[src/rtl/line_dec_pkg.sv]
package line_dec_pkg;

  typedef struct packed {
    logic pos;
    logic neg;
  } rail_t;

  function automatic logic rail_empty(rail_t r);
    return !(r.pos || r.neg);
  endfunction

endpackage

[src/rtl/ld_front.sv]
module ld_front
  import line_dec_pkg::*;
(
  input  logic  clk,
  input  logic  rst,
  input  logic  loop_en,
  input  rail_t ext_in,
  input  rail_t lb_in,
  output rail_t smp
);

  always_ff @(posedge clk) begin
    if (rst) smp <= '0;
    else     smp <= loop_en ? lb_in : ext_in;
  end

  p_loop_path_r10: assert property (@(posedge clk) disable iff (rst)
    loop_en |=> (smp == $past(lb_in)));

  p_ext_path_r10: assert property (@(posedge clk) disable iff (rst)
    !loop_en |=> (smp == $past(ext_in)));

endmodule

[src/rtl/ld_core.sv]
module ld_core
  import line_dec_pkg::*;
#(
  parameter int SUB_LEN = 4
) (
  input  logic  clk,
  input  logic  rst,
  input  logic  mode_hdb3,
  input  rail_t smp,
  output logic  nrz_out,
  output logic  code_err
);

  localparam int DLY = SUB_LEN - 1;

  logic           last_pos;
  logic           have_prev;
  logic [DLY-1:0] raw_q;
  logic [DLY-1:0] dl_q;

  logic one_mark, both, viol, sub_ok, bit_in, drop_now;

  always_comb begin
    one_mark = smp.pos ^ smp.neg;
    both     = smp.pos & smp.neg;
    viol     = one_mark && have_prev && (smp.pos == last_pos);
    sub_ok   = (raw_q[DLY-2:0] == '0);
    drop_now = mode_hdb3 && viol;
    bit_in   = one_mark && !drop_now;
  end

  always_ff @(posedge clk) begin
    if (rst) begin
      last_pos  <= 1'b0;
      have_prev <= 1'b0;
    end else if (one_mark) begin
      last_pos  <= smp.pos;
      have_prev <= 1'b1;
    end
  end

  genvar g;
  generate
    for (g = 0; g < DLY; g++) begin : g_stage
      if (g == 0) begin : g_head
        always_ff @(posedge clk) begin
          if (rst) begin
            dl_q[0]  <= 1'b0;
            raw_q[0] <= 1'b0;
          end else begin
            dl_q[0]  <= bit_in;
            raw_q[0] <= smp.pos | smp.neg;
          end
        end
      end else begin : g_tail
        always_ff @(posedge clk) begin
          if (rst) begin
            dl_q[g]  <= 1'b0;
            raw_q[g] <= 1'b0;
          end else begin
            dl_q[g]  <= dl_q[g-1];
            raw_q[g] <= raw_q[g-1];
          end
        end
      end
    end
  endgenerate

  always_ff @(posedge clk) begin
    if (rst) begin
      nrz_out  <= 1'b0;
      code_err <= 1'b0;
    end else begin
      nrz_out  <= drop_now ? 1'b0 : dl_q[DLY-1];
      code_err <= both || (viol && (!mode_hdb3 || !sub_ok));
    end
  end

  p_both_rails_err_r7: assert property (@(posedge clk) disable iff (rst)
    (smp.pos && smp.neg) |=> code_err);

  p_alt_no_err_r2: assert property (@(posedge clk) disable iff (rst)
    (one_mark && have_prev && (smp.pos != last_pos)) |=> !code_err);

endmodule

[src/rtl/ld_alarm.sv]
module ld_alarm #(
  parameter int WIN  = 512,
  parameter int ZMIN = 3
) (
  input  logic clk,
  input  logic rst,
  input  logic alarm_clr,
  input  logic line_zero,
  output logic alarm_flag
);

  localparam int WBITS = $clog2(WIN);
  localparam int ZBITS = $clog2(ZMIN + 1);

  logic [WBITS-1:0] wpos;
  logic [ZBITS-1:0] zcnt, zcnt_nx;
  logic             win_end;

  always_comb begin
    zcnt_nx = zcnt + ZBITS'(line_zero && (zcnt < ZBITS'(ZMIN)));
    win_end = (wpos == WBITS'(WIN - 1));
  end

  always_ff @(posedge clk) begin
    if (rst || alarm_clr) begin
      wpos       <= '0;
      zcnt       <= '0;
      alarm_flag <= 1'b0;
    end else begin
      if (win_end) begin
        wpos <= '0;
        zcnt <= '0;
        if (zcnt_nx < ZBITS'(ZMIN)) alarm_flag <= 1'b1;
      end else begin
        wpos <= wpos + 1'b1;
        zcnt <= zcnt_nx;
      end
    end
  end

  p_alarm_sticky_r9: assert property (@(posedge clk) disable iff (rst)
    (alarm_flag && !alarm_clr) |=> alarm_flag);

  p_alarm_clear_r9: assert property (@(posedge clk) disable iff (rst)
    alarm_clr |=> !alarm_flag);

  p_alarm_rise_at_end_r8: assert property (@(posedge clk) disable iff (rst)
    ($rose(alarm_flag)) |-> (wpos == '0));

endmodule

[src/rtl/line_decoder.sv]
module line_decoder
  import line_dec_pkg::*;
#(
  parameter int SUB_LEN = 4,
  parameter int WIN     = 512,
  parameter int ZMIN    = 3
) (
  input  logic clk,
  input  logic rst,
  input  logic mode_hdb3,
  input  logic loop_en,
  input  logic rx_pos,
  input  logic rx_neg,
  input  logic lb_pos,
  input  logic lb_neg,
  input  logic alarm_clr,
  output logic nrz_out,
  output logic code_err,
  output logic alarm_flag
);

  rail_t ext_r, lb_r, smp;

  assign ext_r = '{pos: rx_pos, neg: rx_neg};
  assign lb_r  = '{pos: lb_pos, neg: lb_neg};

  ld_front u_front (
    .clk     (clk),
    .rst     (rst),
    .loop_en (loop_en),
    .ext_in  (ext_r),
    .lb_in   (lb_r),
    .smp     (smp)
  );

  ld_core #(.SUB_LEN(SUB_LEN)) u_core (
    .clk       (clk),
    .rst       (rst),
    .mode_hdb3 (mode_hdb3),
    .smp       (smp),
    .nrz_out   (nrz_out),
    .code_err  (code_err)
  );

  ld_alarm #(.WIN(WIN), .ZMIN(ZMIN)) u_alarm (
    .clk        (clk),
    .rst        (rst),
    .alarm_clr  (alarm_clr),
    .line_zero  (rail_empty(smp)),
    .alarm_flag (alarm_flag)
  );

  p_reset_quiet_r1: assert property (@(posedge clk)
    $past(rst) |-> (!nrz_out && !code_err && !alarm_flag));

endmodule

[config.mk]
export PLATFORM = sky130hd
export DESIGN_NAME = line_decoder
export DESIGN_NICKNAME = d
export VERILOG_FILES = /design/src/rtl/line_dec_pkg.sv /design/src/rtl/ld_front.sv /design/src/rtl/ld_core.sv /design/src/rtl/ld_alarm.sv /design/src/rtl/line_decoder.sv
export SDC_FILE = /design/constraint.sdc
export NUM_CORES = 1
export LEC_CHECK = 0
export CORE_MARGIN = 4
export CORE_UTILIZATION = 40
export DETAILED_ROUTE_END_ITERATION = 8
export GPL_TIMING_DRIVEN = 0
export HOLD_SLACK_MARGIN = 0.02
export PLACE_DENSITY = 0.72
export SLEW_MARGIN = 0
export SYNTH_ARGS = -nofsm -noshare
export SYNTH_HDL_FRONTEND = slang
export SYNTH_SLANG_ARGS = --single-unit
[constraint.sdc]
create_clock -name clk -period 2.5 [get_ports clk]
set_input_delay 0.5 -clock clk [delete_from_list [all_inputs] [get_ports clk]]
set_output_delay 0.5 -clock clk [all_outputs]
set_load 0.03 [all_outputs]
==> metrics.txt <==
# TYPE chip_impl_metric gauge
chip_impl_metric{name="grt_overflow_total",unit=""} 0
chip_impl_metric{name="syn-num-nets",unit=""} 101
chip_impl_metric{name="timing.final.crit_share",unit="%"} 73.7
chip_impl_info{name="clock_tree_from_tritoncts",value="done"} 1
chip_impl_metric{name="grt_max_degree",unit=""} 13
chip_impl_metric{name="worst-path-max-fanout",unit=""} 3
chip_impl_metric{name="p_comb_share",unit="%"} 9.3
chip_impl_metric{name="finalWeightedCongestion",unit=""} 0.708
chip_impl_metric{name="grt_util_all_layers",unit="%"} 11.5
chip_impl_metric{name="postCtsSetupRepairBufs",unit=""} 0
chip_impl_metric{name="htree_levels",unit=""} 1
chip_impl_metric{name="numCtsBuffers",unit=""} 3
chip_impl_metric{name="insertedDiodeCount",unit=""} 0
chip_impl_metric{name="period_needed",unit="ps"} 1840
chip_impl_info{name="post_synth_main_area_contributors",value="dfxtp_1 (53%), ha_1 (7.2%), nor2_1 (5.6%), mux2i_1 (3.5%), xnor2_1 (3.0%)"} 1
chip_impl_metric{name="seq_area",unit="sq um"} 460
chip_impl_metric{name="synth-xor-area-share",unit="%"} 5.05
chip_impl_metric{name="synth_seq_area_share",unit="%"} 53.1
chip_impl_metric{name="fraction_of_layout_cells_with_a_size_suffix_above_1",unit="%"} 2.94
chip_impl_info{name="grt_most_used_layer",value="met2"} 1
chip_impl_metric{name="core_region_area",unit="sq um"} 2000
chip_impl_metric{name="synth_mux_area_share",unit="%"} 3.46
chip_impl_info{name="layout.cells.most_common_list",value="dfxtp_1 (23), nor2_1 (13), clkdlybuf4s50_1 (11)"} 1
chip_impl_info{name="path_cells",value="clkdlybuf4s50_1"} 1
chip_impl_metric{name="worst_path_largest_cell_delay",unit="ps"} 680
chip_impl_metric{name="power_frac_seq",unit="%"} 64.0
chip_impl_metric{name="wl_per_cell",unit="microns"} 10.1
chip_impl_metric{name="finish.net_count",unit=""} 117
chip_impl_info{name="rsz0062_at_grt",value="false"} 1
chip_impl_metric{name="clock_latency",unit="ps"} 300
chip_impl_metric{name="die_h",unit="microns"} 54.6
chip_impl_metric{name="yosysWarningCount",unit=""} 0
chip_impl_metric{name="use_met2",unit="%"} 17.7
chip_impl_metric{name="cts_resized",unit=""} 0
chip_impl_metric{name="setup_ws",unit="ps"} 658
chip_impl_metric{name="avgSynthCellArea",unit="sq um"} 9.97
chip_impl_metric{name="cts_hold_repair.buffers",unit=""} 0
chip_impl_metric{name="grt_pass1_vias",unit=""} 597
chip_impl_metric{name="clkSinkCount",unit=""} 23
chip_impl_metric{name="setup_skew_after_layout",unit="ps"} 1.59
chip_impl_metric{name="synth-compound-area-share",unit="%"} 5.77
chip_impl_metric{name="top_ports",unit=""} 12
chip_impl_metric{name="setup-tns-final",unit="ps"} 0
chip_impl_metric{name="p_clk_share",unit="%"} 26.6
chip_impl_metric{name="cp_num_buf_inv",unit=""} 1
chip_impl_metric{name="via_to_cell_ratio",unit=""} 4.87
chip_impl_metric{name="grt_use_met1",unit="%"} 13.7
chip_impl_metric{name="finalHoldViolations",unit=""} 0
chip_impl_info{name="critPathLaunchType",value="flop"} 1
chip_impl_metric{name="die_w",unit="microns"} 54.6
chip_impl_info{name="critPathSlowestCell",value="clkdlybuf4s50_1"} 1
chip_impl_metric{name="p_leak",unit="uW"} 0.000385
chip_impl_metric{name="place_worst_setup_slack",unit="ps"} 708
chip_impl_metric{name="worst-endpoint-arrival",unit="ps"} 1340
chip_impl_metric{name="power-per-cell-area",unit="nW/um^2"} 583
chip_impl_metric{name="detailedRoute.firstIterationViolations",unit=""} 16
chip_impl_metric{name="wl",unit="microns"} 1300
chip_impl_metric{name="intPower",unit="uW"} 474
chip_impl_metric{name="ys_ff_latch",unit=""} 23
chip_impl_metric{name="vdd.ir_drop.worst",unit="uV"} 207
chip_impl_metric{name="clk_transition_reported_paths",unit="ps"} 110
chip_impl_metric{name="timing.max_cap.violations",unit=""} 0
chip_impl_info{name="critical-path-top-delay-family",value="buffers and inverters"} 1
chip_impl_metric{name="final_setup_violating_endpoints",unit=""} 0
chip_impl_info{name="crit_path_end_kind",value="output port"} 1
chip_impl_info{name="cts_root_buf",value="clkbuf_4"} 1
chip_impl_metric{name="starting_density_of_the_core",unit="%"} 43.3
chip_impl_metric{name="worst_slew_pin_slew",unit="ps"} 417
chip_impl_metric{name="netlist-cell-type-count",unit=""} 25
chip_impl_metric{name="syn_to_final_growth",unit="%"} 19.6
chip_impl_info{name="top_cell_type_by_total_area_after_synthesis",value="dfxtp_1"} 1
chip_impl_metric{name="post_route_antenna_net_violation_count",unit=""} 0
chip_impl_metric{name="detailroute.via_count",unit=""} 628
chip_impl_metric{name="port-buffer-count",unit=""} 11
chip_impl_metric{name="detailed_place_hpwl",unit="microns"} 1020
chip_impl_info{name="layout_commonest_cell",value="dfxtp_1"} 1
chip_impl_metric{name="grt_first_pass_wirelength",unit="microns"} 2420
chip_impl_metric{name="synthCells",unit=""} 87
chip_impl_metric{name="buffer_levels_on_the_longest_clock_path",unit=""} 2
chip_impl_metric{name="synth_simple_gate_area_share",unit="%"} 23.2
chip_impl_metric{name="filler_cell_count",unit=""} 175
chip_impl_info{name="min_path_type",value="reg2reg"} 1
chip_impl_metric{name="die-area",unit="sq um"} 2980
chip_impl_metric{name="slew-limit-headroom",unit="%"} 72.2
chip_impl_metric{name="synth-adder-area-share",unit="%"} 7.22
chip_impl_metric{name="rows",unit=""} 16
chip_impl_metric{name="final_cell_count_no_fill",unit=""} 129
chip_impl_metric{name="placed_cells",unit=""} 125
chip_impl_metric{name="antenna_found_initial",unit=""} 0
chip_impl_metric{name="achievable-frequency",unit="GHz"} 0.543
chip_impl_metric{name="netlist_area",unit="sq um"} 867
chip_impl_info{name="dominant_combinational_cell_family_by_area_after_synthesis",value="simple AND/OR/NAND/NOR gates"} 1
chip_impl_metric{name="multi_input_comb_area",unit="sq um"} 388
chip_impl_metric{name="first_pass_iters",unit=""} 4
chip_impl_metric{name="drc_errors_left",unit=""} 0
chip_impl_metric{name="timing.final.max_slew_violations",unit=""} 0
chip_impl_metric{name="power_switching_share",unit="%"} 21.6
chip_impl_metric{name="required",unit="ps"} 2000
chip_impl_metric{name="synth_top_cell_area_share",unit="%"} 53.1
chip_impl_metric{name="grt_util_met3",unit="%"} 1.91
chip_impl_info{name="status",value="complete, no violations"} 1
chip_impl_metric{name="switching_power",unit="uW"} 131
chip_impl_info{name="crit_type",value="reg2out"} 1
Yosys cell counts:
library cell  instances
and2_1                3
nor3_1                2
clkbuf_1              2
xnor2_1               3
and4_1                1
a31oi_1               1
nor3b_1               3
o21ai_0               2
nor4_1                2
mux2i_1               3
nand2_1               2
nor2_1               13
inv_1                 3
nor2b_1               3
dfxtp_1              23
nand4_1               1
or3_1                 3
o31a_1                1
o21a_1                1
xor2_1                2
nand3_1               4
a21oi_1               2
a21boi_0              1
nor4b_1               1
ha_1                  5
power groups by stage:
stage	logic, uW	clock network (uW)	registers (uW)
final	56.4	161	387
after global routing	64.2	186	390
after CTS	57.4	170	388
after detailed placement	56.9	0	396
after global placement	55.7	0	395
after floorplan	32.0	0	396
state kept, by name, indices dropped and copies added (netlist names):
register / flops
u_alarm.alarm_flag: 1
u_alarm.wpos: 9
u_front.smp: 2
u_core.raw_q: 2
u_core.dl_q: 3
u_core.nrz_out: 1
u_core.last_pos: 1
u_alarm.zcnt: 2
u_core.have_prev: 1
u_core.code_err: 1
layout make-up:
class,count,share of cell area (%)
Inverter,3,1.09
Sequential cell,23,44.4
Tap cell,27,3.26
Buffer,2,0.724
Multi-Input combinational cell,59,37.4
Clock buffer,4,2.53
Timing Repair Buffer,11,10.6
kinds of logic after synthesis:
family / Yosys count
XOR/XNOR: 5
multiplexers: 3
AND/OR/NAND/NOR: 38
buffers and inverters: 5
flip-flops: 23
AO/OA/AOI/OAI: 8
adder cells (fa/ha/maj): 5
stage by stage:
step           instance area, sq um  power, uW  utilization (%)  hold slack [ps]
2_1_floorplan                   867        428                -              414
3_3_place_gp                   1010        451             50.5              422
3_5_place_dp                   1010        453             50.5              452
4_1_cts                        1040        615             51.8              468
5_1_grt                        1040        640             51.8              483
6_report                       1040        605             51.8              465
worst paths after layout:
kind / start / endpoint / slack, ps / cells after the start
min: u_core.dl_q[0] / u_core.dl_q[1] / 460 / 1
max: u_alarm.alarm_flag / alarm_flag / 660 / 1
max reg2reg: u_alarm.wpos[0] / u_alarm.wpos[6] / 710 / 7
min reg2reg: u_core.dl_q[0] / u_core.dl_q[1] / 460 / 1
per-layer routing:
metal  part of all wire [%]  up-vias  routed length (microns)
met3                    5.4        5                       70
met2                     41       14                      533
li1                       -      330                        -
met4                    4.1        0                       53
met1                     49      279                      641
met5                      0        -                        0
Power figures use the tool's default switching activity.
